**src/rtl/tod_pkg.sv**
```systemverilog
package tod_pkg;
  localparam int unsigned DIGIT_W    = 4;
  localparam int unsigned NUM_FIELDS = 3;

  typedef logic [DIGIT_W-1:0] digit_t;

  typedef enum int unsigned {
    FLD_SEC  = 0,
    FLD_MIN  = 1,
    FLD_HOUR = 2
  } field_e;

  // Largest tens digit a field reaches before it wraps.
  function automatic digit_t field_max_tens(int unsigned idx);
    return (idx == FLD_HOUR) ? digit_t'(2) : digit_t'(5);
  endfunction

  // Units digit paired with the largest tens digit at the wrap point.
  function automatic digit_t field_max_units(int unsigned idx);
    return (idx == FLD_HOUR) ? digit_t'(3) : digit_t'(9);
  endfunction
endpackage

```
**src/rtl/tod_bcd_field.sv**
```systemverilog
module tod_bcd_field #(
  parameter tod_pkg::digit_t MAX_TENS  = 4'd5,
  parameter tod_pkg::digit_t MAX_UNITS = 4'd9
) (
  input  logic            clk,
  input  logic            rst_n,
  input  logic            clear_i,
  input  logic            step_i,
  output tod_pkg::digit_t tens_o,
  output tod_pkg::digit_t units_o,
  output logic            at_max_o
);
  import tod_pkg::*;

  localparam digit_t UNIT_LAST = digit_t'(9);

  digit_t tens_q, units_q;
  digit_t tens_d, units_d;
  logic   upd_en;

  assign at_max_o = (tens_q == MAX_TENS) && (units_q == MAX_UNITS);
  assign upd_en   = clear_i | step_i;

  // Next-state: clear wins, then the field wrap, then the units-to-tens carry.
  always_comb begin
    tens_d  = tens_q;
    units_d = units_q;
    if (clear_i) begin
      tens_d  = '0;
      units_d = '0;
    end else if (step_i) begin
      if (at_max_o) begin
        tens_d  = '0;
        units_d = '0;
      end else if (units_q == UNIT_LAST) begin
        tens_d  = tens_q + digit_t'(1);
        units_d = '0;
      end else begin
        units_d = units_q + digit_t'(1);
      end
    end
  end

  always_ff @(posedge clk or negedge rst_n) begin
    if (!rst_n) begin
      tens_q  <= '0;
      units_q <= '0;
    end else if (upd_en) begin
      tens_q  <= tens_d;
      units_q <= units_d;
    end
  end

  assign tens_o  = tens_q;
  assign units_o = units_q;
endmodule

```
**src/rtl/tod_step_ctrl.sv**
```systemverilog
module tod_step_ctrl (
  input  logic tick_i,
  input  logic adj_min_i,
  input  logic adj_hour_i,
  input  logic sec_max_i,
  input  logic min_max_i,
  output logic sec_clear_o,
  output logic sec_step_o,
  output logic min_step_o,
  output logic hour_step_o
);
  logic adj_any;
  logic run;

  always_comb begin
    adj_any     = adj_min_i | adj_hour_i;
    // A step pulse suppresses the tick for that cycle.
    run         = tick_i & ~adj_any;
    sec_clear_o = adj_any;
    sec_step_o  = run;
    min_step_o  = adj_min_i  | (run & sec_max_i);
    hour_step_o = adj_hour_i | (run & sec_max_i & min_max_i);
  end
endmodule

```
**src/rtl/tod_clock.sv**
```systemverilog
module tod_clock (
  input  logic       clk,
  input  logic       rst_n,
  input  logic       tick_1hz,
  input  logic       adj_min,
  input  logic       adj_hour,
  output logic [3:0] sec_tens,
  output logic [3:0] sec_units,
  output logic [3:0] min_tens,
  output logic [3:0] min_units,
  output logic [3:0] hr_tens,
  output logic [3:0] hr_units
);
  import tod_pkg::*;

  digit_t                tens_w  [NUM_FIELDS];
  digit_t                units_w [NUM_FIELDS];
  logic [NUM_FIELDS-1:0] step_w;
  logic [NUM_FIELDS-1:0] clear_w;
  logic [NUM_FIELDS-1:0] max_w;
  logic                  sec_clear;

  tod_step_ctrl ctrl_i (
    .tick_i      (tick_1hz),
    .adj_min_i   (adj_min),
    .adj_hour_i  (adj_hour),
    .sec_max_i   (max_w[FLD_SEC]),
    .min_max_i   (max_w[FLD_MIN]),
    .sec_clear_o (sec_clear),
    .sec_step_o  (step_w[FLD_SEC]),
    .min_step_o  (step_w[FLD_MIN]),
    .hour_step_o (step_w[FLD_HOUR])
  );

  // Only the seconds field is cleared by a step pulse.
  always_comb begin
    clear_w          = '0;
    clear_w[FLD_SEC] = sec_clear;
  end

  for (genvar g = 0; g < NUM_FIELDS; g++) begin : g_field
    tod_bcd_field #(
      .MAX_TENS  (field_max_tens(g)),
      .MAX_UNITS (field_max_units(g))
    ) field_i (
      .clk      (clk),
      .rst_n    (rst_n),
      .clear_i  (clear_w[g]),
      .step_i   (step_w[g]),
      .tens_o   (tens_w[g]),
      .units_o  (units_w[g]),
      .at_max_o (max_w[g])
    );
  end

  assign sec_tens  = tens_w[FLD_SEC];
  assign sec_units = units_w[FLD_SEC];
  assign min_tens  = tens_w[FLD_MIN];
  assign min_units = units_w[FLD_MIN];
  assign hr_tens   = tens_w[FLD_HOUR];
  assign hr_units  = units_w[FLD_HOUR];
endmodule

```
**config.mk**
```make
export PLATFORM = sky130hd
export DESIGN_NAME = tod_clock
export DESIGN_NICKNAME = d
export VERILOG_FILES = /design/src/rtl/tod_pkg.sv /design/src/rtl/tod_bcd_field.sv /design/src/rtl/tod_step_ctrl.sv /design/src/rtl/tod_clock.sv
export SDC_FILE = /design/constraint.sdc
export NUM_CORES = 1
export LEC_CHECK = 0
export BUFFER_PORTS_ARGS = -buffer_cell sky130_fd_sc_hd__buf_2
export CORE_MARGIN = 1
export CORE_UTILIZATION = 40
export DETAILED_ROUTE_END_ITERATION = 12
export GPL_TIMING_DRIVEN = 0
export PLACE_DENSITY = 0.68
export SLEW_MARGIN = 20
export SYNTH_ARGS = -nofsm -noshare
export SYNTH_HDL_FRONTEND = slang
export SYNTH_SLANG_ARGS = --single-unit
```
**constraint.sdc**
```tcl
create_clock -name clk -period 3.7 [get_ports clk]
set_clock_uncertainty 0.2 [all_clocks]
set_input_delay 0.185 -clock clk [delete_from_list [all_inputs] [get_ports clk]]
set_output_delay 0.185 -clock clk [all_outputs]
set_load 0.03 [all_outputs]
```
# Word-level counts from Yosys, hierarchy flattened
# Cells that the tools add are included.
dict set report totals {
  inputBits 5
  ramBits 0
  wordCells 54
  latchBits 0
  memories 0
  regBits 24
  rom_bits 0
}
dict set report op_classes {
  div_mod_pow 0
  eq_ne 7
  mul 0
  reduce_logical 11
  mux 16
  shift 0
  n_addsub 6
  n_bitwise 8
  magnitude_cmp 0
}
# cell count
set ops {}
lappend ops {{4-bit two-way mux} 16}
lappend ops {{4-bit by 1-bit adder with 4-bit output (second input constant)} 6}
lappend ops {{4-bit equality test (second input constant)} 3}
lappend ops {{4-bit by 2-bit equality test with 1-bit output (second input constant)} 2}
lappend ops {{4-bit by 3-bit equality test with 1-bit output (second input constant)} 2}
lappend ops {{2-bit AND reduction} 3}
lappend ops {{2-bit nonzero test} 3}
lappend ops {{1-bit bitwise OR} 4}
lappend ops {{1-bit bitwise AND} 3}
lappend ops {{1-bit logical AND} 3}
lappend ops {{3-bit AND reduction} 1}
lappend ops {{3-bit nonzero test} 1}
lappend ops {{1-bit NOT} 1}

# Depth between registers and ports, before layout
# Gate-level depths: netlist of the first run.
dict set report logic_depth {
  ltp_word 7
  mapped_depth 8
  depth_no_buf 6
}

# By module
# Synthesis of the first run repeated with hierarchy kept, for this count alone.
dict set report hier_totals {
  cells_unflattened 160
  hier_area_um2 1495.2
}
# module area_each_um2 cells_each seq_area_each_um2 n_inst
set modules_own_cells {}
lappend modules_own_cells {{tod_bcd_field at g_field[0].field_i ...} 460.4 48 200.2 2}
lappend modules_own_cells {{tod_bcd_field at g_field[2].field_i} 528.0 56 200.2 1}
lappend modules_own_cells {tod_step_ctrl 42.5 7 0.0 1}
lappend modules_own_cells {tod_clock 3.8 1 0.0 1}

# Least setup slack after synthesis of the first run
# Ideal clock, no wire load.
dict set report synth_timing {
  path_kind {flip-flop to flip-flop}
  from {register g_field[0].field_i.units_q[0]}
  to {register g_field[1].field_i.units_q[3]}
  path_stages_with_launch 7
  t_arrival_ns 1.847
  required_time_ns 3.431
  slack_ns 1.584
  synth_period_minus_slack_ns 2.116
  setup_ns 0.069
  path_cell_list {dfrtp_1 > ha_1 > and4b_1 > a31oi_1 > buf_6 > or4b_1 > nand3_1}
}
dict set report synth_via {
  elab_chain_cells 4
}
# element line
set synth_rtl {}
lappend synth_rtl {{from (decl)} tod_bcd_field.sv:17} ;# digit_t tens_q, units_q;
lappend synth_rtl {{from (signal assigned)} tod_bcd_field.sv:50} ;# units_q <= units_d;
lappend synth_rtl {{4-bit equality test} tod_bcd_field.sv:21} ;# assign at_max_o = (tens_q == MAX_TENS) && (units_q == MAX_UNITS);
lappend synth_rtl {{1-bit logical AND} tod_bcd_field.sv:21}
lappend synth_rtl {{1-bit bitwise AND} tod_step_ctrl.sv:21} ;# min_step_o = adj_min_i | (run & sec_max_i);
lappend synth_rtl {{1-bit bitwise OR} tod_step_ctrl.sv:21}
lappend synth_rtl {{to (signal assigned)} tod_bcd_field.sv:50}
lappend synth_rtl {{to (decl)} tod_bcd_field.sv:17}
# Every way passes these cells.
# A chain may end at the register's enable or synchronous reset.

# Final worst setup path of the first run
dict set report layout_timing {
  from {register g_field[1].field_i.units_q[1]}
  to {register g_field[2].field_i.tens_q[3]}
}
dict set report layout_via {
  elab_chain_cells 5
}
# element line
set layout_rtl {}
lappend layout_rtl {{4-bit equality test} tod_bcd_field.sv:21}
lappend layout_rtl {{1-bit logical AND} tod_bcd_field.sv:21}
lappend layout_rtl {{1-bit bitwise AND} tod_step_ctrl.sv:22} ;# hour_step_o = adj_hour_i | (run & sec_max_i & min_max_i);
lappend layout_rtl {{1-bit bitwise OR} tod_step_ctrl.sv:22}
lappend layout_rtl {{2-bit AND reduction (no source line)} --}
lappend layout_rtl {{to (signal assigned)} tod_bcd_field.sv:49} ;# tens_q <= tens_d;
lappend layout_rtl {{to (decl)} tod_bcd_field.sv:17}
# Every way passes these cells.

==> results by group, run 1 <==
Worst setup path
  – CP Launch Type: register
  – WP buf/inv: 3
  – Slowest Stage Delay on Critical Path: 0.44 ns
  – R2r setup slk: 1.55 ns
  – Cell family with most CP delay: buffers and inverters
  – Slowest cell on the critical path: dfrtp_1
  – Crit path kind: reg -> reg
  – Crit-path cells: inv_1, ha_1, and3b_1, clkbuf_2, a41oi_1, buf_2, nor3_1, xor2_1
  – CP Data Arrival Time: ~2.2 ns
  – Crit end category: register
  – Crit path required time: 3.71 ns
  – Crit Path Max Fanout: 10

CTS
  – Maximum root-to-sink buffer count: 2
  – Post-CTS setup buffers: 0
  – CTS H-tree lvls: 1
  – Worst-Skew Late Latency: just over 0.3 ns
  – CTS tree: yes
  – CTS Buf Count: 3
  – Worst-path clk slew: about 0.13 ns
  – Num Clock Sinks: 24
  – Clock Tree Root: clkbuf_4

Global routing
  – Global route overflow: 0
  – Pin count of the biggest net entering global routing: 25
  – Global-route wire length before repair: 4.56 mm
  – All-Layer GR Usage: between 10% and 20%
  – Antenna violations before repair: 0
  – Vias in the first global route: about 1100

Routing
  – WL per Instance: ~13 um
  – Drt drc: 0
  – Total vias in the final route: approximately 1100
  – Final WL: 2.80 mm
  – Final ANT Viol Nets: 0
  – Starting DRC count in detailed routing: 38
  – Via density: 5.16
  – Pre-antenna DRT Iters: 4

Placement
  – Port Buf Inserts: 28
  – Global placer's final weighted congestion: 0.749
  – Hpwl dp: roughly 2.1 mm

Synthesis
  – Avg Synthesized Cell Area: about 9.8 um2
  – Sequential share of the synthesized area: between 40% and 50%
  – Post-Syn Area: approximately 0.0014 mm2
  – Flops & latches, synth: 24
  – Ys flop type: dfrtp_1
  – Syn Nets: around 160
  – Asr flop ratio synth: 100%
  – Most common cell in the netlist: dfrtp_1
  – Synth cell types: 36
  – Mapped Cells: about 140
  – Share of the synthesized area in the top cell type: between 40% and 50%
  – Yosys top cell by area: dfrtp_1
  – Post-synth top cells: dfrtp_1, nor2_1, ha_1, o21ai_0
  – Top cells by area, synth: dfrtp_1, ha_1, mux2_2
  – EDFF count, synth: 0
  – Synth warnings: 0

Finish
  – Total Nets Final: between 150 and 200
  – Antenna Cells: 0
  – FILL cells: just over 300
  – Syn-to-layout area delta: 17.5%
  – Fraction of layout cells with a size suffix above 1: about a quarter

Power and ir drop
  – Total power draw: about 1.0 mW
  – Max VDD drop: approximately 220 uV
  – Pwr Density: between 600 and 700 mW/mm2
  – Leak: just under 0.8 nW

Floorplan
  – Core area: around 0.0032 mm2
  – Initial Utilization: between 40 and 50%
  – Die area: roughly 0.0037 mm2
  – Rows: 20
  – Die Ht: between 60 and 70 um
  – Io pins: 29
  – Die width: between 60 and 70 um

STA
  – Min cycle time layout: 2.15 ns
  – Fmax: 0.465 GHz
  – Worst Tran Pin Value: about 0.55 ns
  – Worst slew margin: 63.3%
  – Final setup fails: 0
  – Unrepaired setup endpoints after global routing: false
  – Max-slew violations: 0
  – Final Hold Violating Endpoints: 0
  – Setup TNS: 0 ns
  – Period utilisation layout: between 50% and 60%

Hold path
  – Hold Path Class: in -> reg

Status
  – Status: completed

Run
  – Max cap viols: 0
==> repair_timing <==
item / 4_1_cts / 5_1_grt
endpoints found under the setup margin: 0 / 0
hold endpoints to repair: 24 / 0
gates resized for setup: 0 / 0
hold buffers: 1 / 0
==> stage by stage <==
| stage | hold slack [ns] | setup slack (ns) | util (%) | instance area (um2) | cells |
|---|---|---|---|---|---|
| 2_1_floorplan | -0.311 | 1.58 | - | 1380 | 141 |
| 4_1_cts | 0.0367 | 1.53 | 51.1 | 1630 | 218 |
| 6_report | 0.0531 | 1.55 | 51.1 | 1630 | 218 |
| 5_1_grt | 0.0502 | 1.44 | 51.1 | 1630 | 218 |
| 3_3_place_gp | 0.00390 | 1.62 | 49.7 | 1580 | 213 |
| 3_5_place_dp | 0.0117 | 1.56 | 49.7 | 1580 | 213 |
==> path summary, 6_finish.rpt <==
kind / start / endpoint / cells past startpoint
worst min-delay path: tick_1hz / g_field[0].field_i.units_o[0] / 3
max in group asynchronous: rst_n / g_field[0].field_i.units_o[3] / 2
worst max-delay path: g_field[1].field_i.units_o[1] / g_field[2].field_i.tens_o[3] / 8
worst min register to register: g_field[2].field_i.tens_o[3] / g_field[2].field_i.tens_o[3] / 1
min in group asynchronous: rst_n / g_field[2].field_i.tens_o[2] / 2
worst max register to register: g_field[1].field_i.units_o[1] / g_field[2].field_i.tens_o[3] / 8
==> placed cells by master (no fill, tap or decap), drive strengths merged <==
| master | Yosys | layout |
|---|---|---|
| a21boi | 1 | 1 |
| dlygate4sd3 | 0 | 1 |
| nand3b | 1 | 1 |
| nand2b | 4 | 4 |
| or4b | 2 | 2 |
| a21oi | 6 | 6 |
| nand2 | 7 | 7 |
| ha | 12 | 12 |
| nor2 | 13 | 13 |
| and2 | 1 | 1 |
| nand4bb | 1 | 1 |
| a41oi | 1 | 1 |
| clkbuf | 2 | 6 |
| buf | 2 | 30 |
| dfrtp | 24 | 24 |
| a21o | 4 | 4 |
| nand3 | 7 | 7 |
| o21bai | 1 | 1 |
| o21ai | 11 | 11 |
| o31ai | 3 | 3 |
| mux2 | 6 | 6 |
| inv | 7 | 7 |
| nor4 | 1 | 1 |
| a31oi | 1 | 1 |
| nand4 | 1 | 1 |
| nor4bb | 1 | 1 |
| nor3b | 3 | 3 |
| nor2b | 3 | 3 |
| and4b | 1 | 1 |
| xor2 | 2 | 2 |
| or4 | 1 | 1 |
| nand4b | 1 | 1 |
| or2 | 1 | 1 |
| and3b | 2 | 2 |
| nor3 | 7 | 7 |
==> flip-flops by register name, indices dropped and copies added, names as in the netlist <==
| name | count |
|---|---|
| g_field.field_i.tens_o | 12 |
| g_field.field_i.units_o | 12 |
==> worst min-delay path, stage by stage <==
cell and delay [ns]:
buf_2 0.16, mux2_2 0.17, nor2_1 0.03
==> power breakdown <==
part           total [mW]  switching [mW]  internal, mW  leakage, nW
Clock               0.139          0.0784        0.0601       0.0210
Combinational       0.461           0.287         0.175        0.461
Sequential          0.441           0.104         0.338        0.307
Total                1.04           0.469         0.573        0.788
==> cell type report <==
| type | count | area [um2] | share of cell area [%] |
|---|---|---|---|
| sequential | 24 | 601 | 37.0 |
| inverter | 7 | 26.3 | 1.62 |
| timing repair buffer | 29 | 150 | 9.24 |
| buffer | 4 | 25.0 | 1.54 |
| clock buffer | 4 | 36.3 | 2.23 |
| tap | 44 | 55.1 | 3.39 |
| multi-input combinational | 106 | 732 | 45.0 |
==> kinds of logic after synthesis <==
logic type / share of synthesized area, %
and+or+nand+nor: 23.8
AOI/OAI and AO/OA: 12.1
DFF: 43.4
adders and majority gates: 10.8
buffers and inverters: 3.71
muxes: 4.88
xor gates and xnor gates: 1.27
==> per-layer routing <==
metal  part of all wire, %  track usage [%]  routed length, um
met1                    46             19.6               1280
met2                    51             30.3               1420
met3                   3.2             2.77                 89
met4                  0.36             5.84                 10
met5                     0                0                  0
(Power assumes the default switching activity.)
==> run 2: changes to the inputs <==
--- a/config.mk
+++ b/config.mk
@@ -5,6 +5,7 @@
 export SDC_FILE = /design/constraint.sdc
 export NUM_CORES = 1
 export LEC_CHECK = 0
+export ABC_AREA = 1
 export BUFFER_PORTS_ARGS = -buffer_cell sky130_fd_sc_hd__buf_2
 export CORE_MARGIN = 1
 export CORE_UTILIZATION = 40
==> constraint.sdc (replaced) <==
create_clock -name clk -period 2.1 [get_ports clk]
set_clock_uncertainty 0.2 [all_clocks]
set_input_delay 0.105 -clock clk [delete_from_list [all_inputs] [get_ports clk]]
set_output_delay 0.105 -clock clk [all_outputs]
set_load 0.03 [all_outputs]
==> run 2 against run 1 <==
  * Power rose by 70%
  * Die area rose by 5.7%
  * Design area rose by 8.6%
  * Combinational power rose by 58%
  * Setup slack got worse by 1.3 ns
  * Sequential power rose by 59%
  * Wire length fell by 9.3%
==> results by group, run 2 <==
Floorplan
  – Core area: ~0.0034 mm2
  – Rows: 21
  – Io pins: 29
  – Die area: slightly below 0.004 mm2
  – Initial Utilization: roughly 43%
  – Die width: 62.5 um
  – Die Ht: between 60 and 70 um

STA
  – Setup TNS: 0 ns
  – Period utilisation layout: 88.6%
  – Worst hold margin: ~0.067 ns
  – Max-slew violations: 0
  – Worst slew margin: between 60 and 70%
  – Final setup fails: 0
  – Final Hold Violating Endpoints: 0
  – Min cycle time layout: 1.86 ns
  – Fmax: 0.537 GHz
  – Worst Tran Pin Value: between 0.5 and 0.6 ns
  – Unrepaired setup endpoints after global routing: false

CTS
  – CTS Buf Count: 3
  – Post-CTS setup buffers: 0
  – Clock Tree Root: clkbuf_4
  – Post_cts resized: 0
  – Worst-path clk slew: 0.15 ns
  – Maximum root-to-sink buffer count: 2
  – CTS H-tree lvls: 1
  – Num Clock Sinks: 24
  – Worst-Skew Late Latency: around 0.32 ns
  – Hold_buf cts: 5
  – CTS tree: yes

Synthesis
  – Yosys top cell by area: dfrtp_1
  – Sequential share of the synthesized area: slightly above 40%
  – Mapped Cells: between 150 and 200
  – Synth cell types: 23
  – Post-synth top cells: nand2_1, dfrtp_1, inv_1, nand3_1, nor2_1
  – Most common cell in the netlist: nand2_1
  – Post-Syn Area: ~0.0015 mm2
  – Flops & latches, synth: 24
  – Share of the synthesized area in the top cell type: around two fifths
  – EDFF count, synth: 0
  – Synth warnings: 0
  – Top cells by area, synth: dfrtp_1, ha_1, nand2_1
  – Ys flop type: dfrtp_1
  – Avg Synthesized Cell Area: roughly 8.5 um2
  – Asr flop ratio synth: between 90% and 100%
  – Syn Nets: 189

Placement
  – Hpwl dp: 1.90 mm
  – Port Buf Inserts: 28
  – Placed Area: approximately 0.0017 mm2
  – Dpl cells: roughly 250
  – Global placer's final weighted congestion: between 0.7 and 0.8

Worst setup path
  – Critical R2R Launch: g_field[0].field_i.units_o[1]
  – R2R cell count: 9
  – Crit end category: register
  – Crit path kind: in -> reg
  – R2r setup slk: between 0.3 and 0.4 ns
  – Crit Path Max Fanout: 7
  – Crit path required time: between 2 and 2.5 ns
  – R2r endpoint: g_field[1].field_i.tens_o[3]
  – CP Data Arrival Time: around 1.9 ns
  – Crit path launch: adj_hour
  – CP Launch Type: input port

Routing
  – Pre-antenna DRT Iters: 4
  – Total vias in the final route: roughly 1200
  – Via density: around 4.7
  – Starting DRC count in detailed routing: 21
  – WL per Instance: around 10 um
  – Final ANT Viol Nets: 0
  – Drt drc: 0
  – Final WL: approximately 2.5 mm

Power and ir drop
  – Max VDD drop: between 300 and 400 uV
  – Clock Power Share: 19.4%
  – Flop pwr share: between 30% and 40%
  – Logic pwr share: about two fifths
  – Leak: approximately 0.93 nW
  – NetSw: roughly 0.76 mW
  – Sw frac: between 40% and 50%
  – Int Power: between 1 and 1.5 mW
  – Pwr Density: about 1000 mW/mm2
  – Total power draw: roughly 1.8 mW

Global routing
  – Vias in the first global route: ~1200
  – Global route overflow: 0
  – Antenna violations before repair: 0
  – GRT Max-Usage Layer: met2
  – All-Layer GR Usage: between 10% and 20%
  – Met1 Usage GRT: about a fifth
  – Met2 Use GR: 25.7%
  – Pin count of the biggest net entering global routing: 25
  – Global-route wire length before repair: 4.89 mm
  – GR met3 Demand/Resource: roughly 2.2%

Finish
  – Total Nets Final: 227
  – Most frequent cells in the layout: nand2_1, buf_2, dfrtp_1
  – Antenna Cells: 0
  – Syn-to-layout area delta: 20.5%
  – FILL cells: 318
  – Non-filler cells, final: about 260
  – Most common cell after layout, fill and taps aside: nand2_1
  – Design Area, Final: between 0.0015 and 0.002 mm2
  – Fraction of layout cells with a size suffix above 1: between 20% and 30%

Status
  – Status: completed

Hold path
  – Hold Path Class: in -> async

Run
  – Max cap viols: 0
## run 2: cell count changes after synthesis, sizes merged, moves of 5 or more
cell,change
nand3,+13
mux2,-6
inv,+16
nand2,+34
nor2,+5
nor3,-7
o21ai,+5
xor2,+6
## run 2: area by class of cell
cell class | count | area [um2] | share of cell area (%)
clock buffers | 3 | 22.5 | 1.28
multi-input cells | 124 | 767 | 43.4
repair buffers | 33 | 190 | 10.8
inverters | 23 | 86.3 | 4.89
flip-flops and latches | 24 | 601 | 34.0
plain buffers | 1 | 11.3 | 0.638
well taps | 46 | 57.6 | 3.26
clock inverters | 1 | 30.0 | 1.70
## run 2: logic make-up after synthesis
logic type	count (synthesis)	synth area share (%)
xor gates and xnor gates	10	5.98
adders and majority gates	12	10.2
AOI/OAI and AO/OA	20	9.05
DFF	24	41.0
buffers and inverters	24	6.66
muxes	1	0.683
and+or+nand+nor	81	26.4
## run 2: worst max-delay path, cell delays in order
cell and delay (ns):
dlygate4sd3_1 0.53, buf_2 0.13, nor2_2 0.13, dlygate4sd3_1 0.63, o21ai_2 0.12, inv_1 0.08, o21ai_0 0.08, a21oi_1 0.11
## run 2: per-layer routing
metal | share of wire, % | up-vias
met1 | 49 | 549
met4 | 0.87 | 0
li1 | - | 625
met2 | 47 | 22
met3 | 3.0 | 2
met5 | 0 | -
## run 2: how the worst max path moves through the flow
stage                                          to  slack, ns  cells after the start
floorplan            g_field[1].field_i.tens_o[2]       0.32                      8
global placement    g_field[2].field_i.units_o[2]       0.40                     10
detailed placement  g_field[2].field_i.units_o[2]       0.38                     10
CTS                 g_field[0].field_i.units_o[2]       0.24                      8
global route        g_field[0].field_i.units_o[2]       0.10                      8
finish              g_field[0].field_i.units_o[2]       0.24                      8
## run 2: metrics by stage
stage	worst slack [ns]	util, %
after floorplan	0.319	-
after global placement	0.395	48.7
after detailed placement	0.379	48.7
after CTS	0.241	51.7
after global routing	0.101	51.7
final	0.239	51.7
## run 2: power groups by stage
stage          sequential (mW)  clock, mW  combinational [mW]
2_1_floorplan            0.893          0               0.348
3_3_place_gp             0.706          0               0.713
3_5_place_dp             0.710          0               0.726
4_1_cts                  0.700      0.353               0.735
5_1_grt                  0.725      0.368               0.828
6_report                 0.699      0.342               0.727
==> run 3: changes to the inputs <==
--- a/config.mk
+++ b/config.mk
@@ -9,6 +9,7 @@
 export BUFFER_PORTS_ARGS = -buffer_cell sky130_fd_sc_hd__buf_2
 export CORE_MARGIN = 1
 export CORE_UTILIZATION = 40
+export CTS_BUF_LIST = sky130_fd_sc_hd__clkbuf_8
 export DETAILED_ROUTE_END_ITERATION = 12
 export GPL_TIMING_DRIVEN = 0
 export PLACE_DENSITY = 0.68
==> run 3 against run 2 <==
  * First-iteration DRC count decreased by 29%
  * Clock power increased by 20%
  * Clock-buffer cell count unchanged
  * Largest power group unchanged
  * Non-clock buffer count decreased by 1
  * Highest routed layer unchanged
  * Design area increased by 0.50%
  * Critical path depth increased by 1
  * Register-to-register slack about the same
  * Largest cell class unchanged
  * Fmax increased by 8.7%
==> results by group, run 3 (same netlist as run 2, synthesis figures left out) <==
Routing
  – Pre-antenna DRT Iters: 4
  – Total vias in the final route: ~1200
  – Via density: around 4.7
  – Drt drc: 0
  – Final WL: between 2 and 3 mm
  – Final ANT Viol Nets: 0
  – Starting DRC count in detailed routing: 15
  – WL per Instance: between 9 and 10 um

Power and ir drop
  – Leak: around 0.93 nW
  – Total power draw: about 1.8 mW
  – Max VDD drop: 342 uV
  – Pwr Density: 1030 mW/mm2

Worst setup path
  – Slowest Stage Delay on Critical Path: around 0.41 ns
  – R2r endpoint: g_field[1].field_i.tens_o[3]
  – R2R cell count: 9
  – Crit path kind: reg -> reg
  – Crit path launch: g_field[0].field_i.units_o[1]
  – Crit Path Max Fanout: 8
  – Crit-path cells: inv_1, ha_1, nand3_2, nor2_4, nand2_1, nand2_4, nand2_4, nand2_1, o21ai_2
  – Crit path required time: around 2 ns
  – CP Launch Type: register
  – CP Data Arrival Time: 1.67 ns
  – Critical Path Sink: g_field[1].field_i.tens_o[3]
  – Critical R2R Launch: g_field[0].field_i.units_o[1]
  – R2r setup slk: 0.39 ns
  – Crit end category: register
  – Slowest cell on the critical path: dfrtp_1

Finish
  – Total Nets Final: 226
  – FILL cells: between 300 and 400
  – Syn-to-layout area delta: 21.1%
  – FF+latch area: around 600 um2
  – Fraction of layout cells with a size suffix above 1: 25.5%
  – Most common cell after layout, fill and taps aside: nand2_1
  – Most frequent cells in the layout: nand2_1, buf_2, dfrtp_1
  – Antenna Cells: 0
  – Footprint of the multi-input gates: between 700 and 800 um2

Global routing
  – Vias in the first global route: approximately 1100
  – Global-route wire length before repair: roughly 4.9 mm
  – All-Layer GR Usage: roughly 15%
  – Global route overflow: 0
  – Pin count of the biggest net entering global routing: 25
  – Antenna violations before repair: 0

CTS
  – CTS H-tree lvls: 1
  – Num Clock Sinks: 24
  – Worst-Skew Late Latency: approximately 0.27 ns
  – Maximum root-to-sink buffer count: 2
  – Clock Tree Root: clkbuf_8
  – CTS Buf Count: 3
  – Post_cts resized: 0
  – CTS tree: yes
  – Worst-path clk slew: 0.09 ns

Placement
  – Hpwl dp: between 1.5 and 2 mm
  – Global placer's final weighted congestion: 0.761
  – Port Buf Inserts: 28
  – Pre-CTS setup slack: approximately 0.38 ns

Run
  – Max cap viols: 0

Floorplan
  – Initial Utilization: 42.9%
  – Rows: 21
  – Die width: 62.5 um
  – Io pins: 29
  – Die Ht: 62.5 um
  – Die area: 0.00391 mm2
  – Core area: about 0.0034 mm2

STA
  – Fmax: between 0.5 and 0.6 GHz
  – Worst slew margin: around 64%
  – Min cycle time layout: approximately 1.7 ns
  – Unrepaired setup endpoints after global routing: false
  – Period utilisation layout: roughly four fifths
  – Worst hold margin: 0.0369 ns
  – Final worst slack: ~0.39 ns
  – Max-slew violations: 0
  – Worst Tran Pin Value: 0.539 ns
  – Final Hold Violating Endpoints: 0
  – Setup TNS: 0 ns
  – Final setup fails: 0

Status
  – Status: completed

Hold path
  – Hold Path Class: in -> reg
==> run 3: power breakdown <==
group	switching [mW]	total [mW]	internal [mW]
sequential	0.135	0.699	0.564
combinational	0.473	0.724	0.251
clock	0.156	0.411	0.255
total	0.764	1.83	1.07
==> run 3: how the worst min path moves through the flow <==
stage / startpoint / end / slack [ns] / depth (start not counted)
CTS: adj_hour / g_field[0].field_i.tens_o[1] / 0.04 / 4
floorplan: rst_n / g_field[0].field_i.tens_o[0] / -0.39 / 0
global placement: rst_n / g_field[0].field_i.tens_o[1] / -0.07 / 1
detailed placement: rst_n / g_field[0].field_i.tens_o[0] / -0.07 / 1
global route: adj_hour / g_field[0].field_i.tens_o[1] / 0.07 / 4
finish: adj_hour / g_field[0].field_i.tens_o[1] / 0.04 / 4
==> run 3: per-stage QoR <==
stage                     cell area [um2]  utilization [%]  std cells
after floorplan                      1470                -        172
after detailed placement             1660             48.7        246
after global placement               1660             48.7        246
after global routing                 1770             51.9        254
final                                1770             51.9        254
after CTS                            1770             51.9        254
==> run 3: area by class of cell <==
class | instances | area share, %
clock inverter | 1 | 1.69
tap | 46 | 3.24
clock buffer | 3 | 2.33
buffer | 1 | 0.635
sequential | 24 | 33.9
multi-input combinational | 124 | 43.2
timing repair buffer | 32 | 10.2
inverter | 23 | 4.87
==> run 3: worst max-delay path, delay by kind of cell (launching register included) <==
| kind | cells | cell delay [ns] |
|---|---|---|
| AND/OR/NAND/NOR | 6 | 0.70 |
| flip-flops | 1 | 0.41 |
| adder cells (fa/ha/maj) | 1 | 0.16 |
| buffers and inverters | 1 | 0.08 |
| AO/OA/AOI/OAI | 1 | 0.05 |
==> run 3: metal layers <==
metal | up-vias | GRT usage [%] | wire length, um
met4 | 0 | 6.98 | 23
met5 | - | 0 | 0
met3 | 2 | 2.19 | 65
met2 | 16 | 25.7 | 1220
met1 | 547 | 19.4 | 1230
li1 | 621 | - | -
==> run 3: what timing repair did <==
action,CTS,global route
endpoints found under the setup margin,0,0
setup buffers,0,0
hold endpoints to repair,29,0
hold buffers,4,0
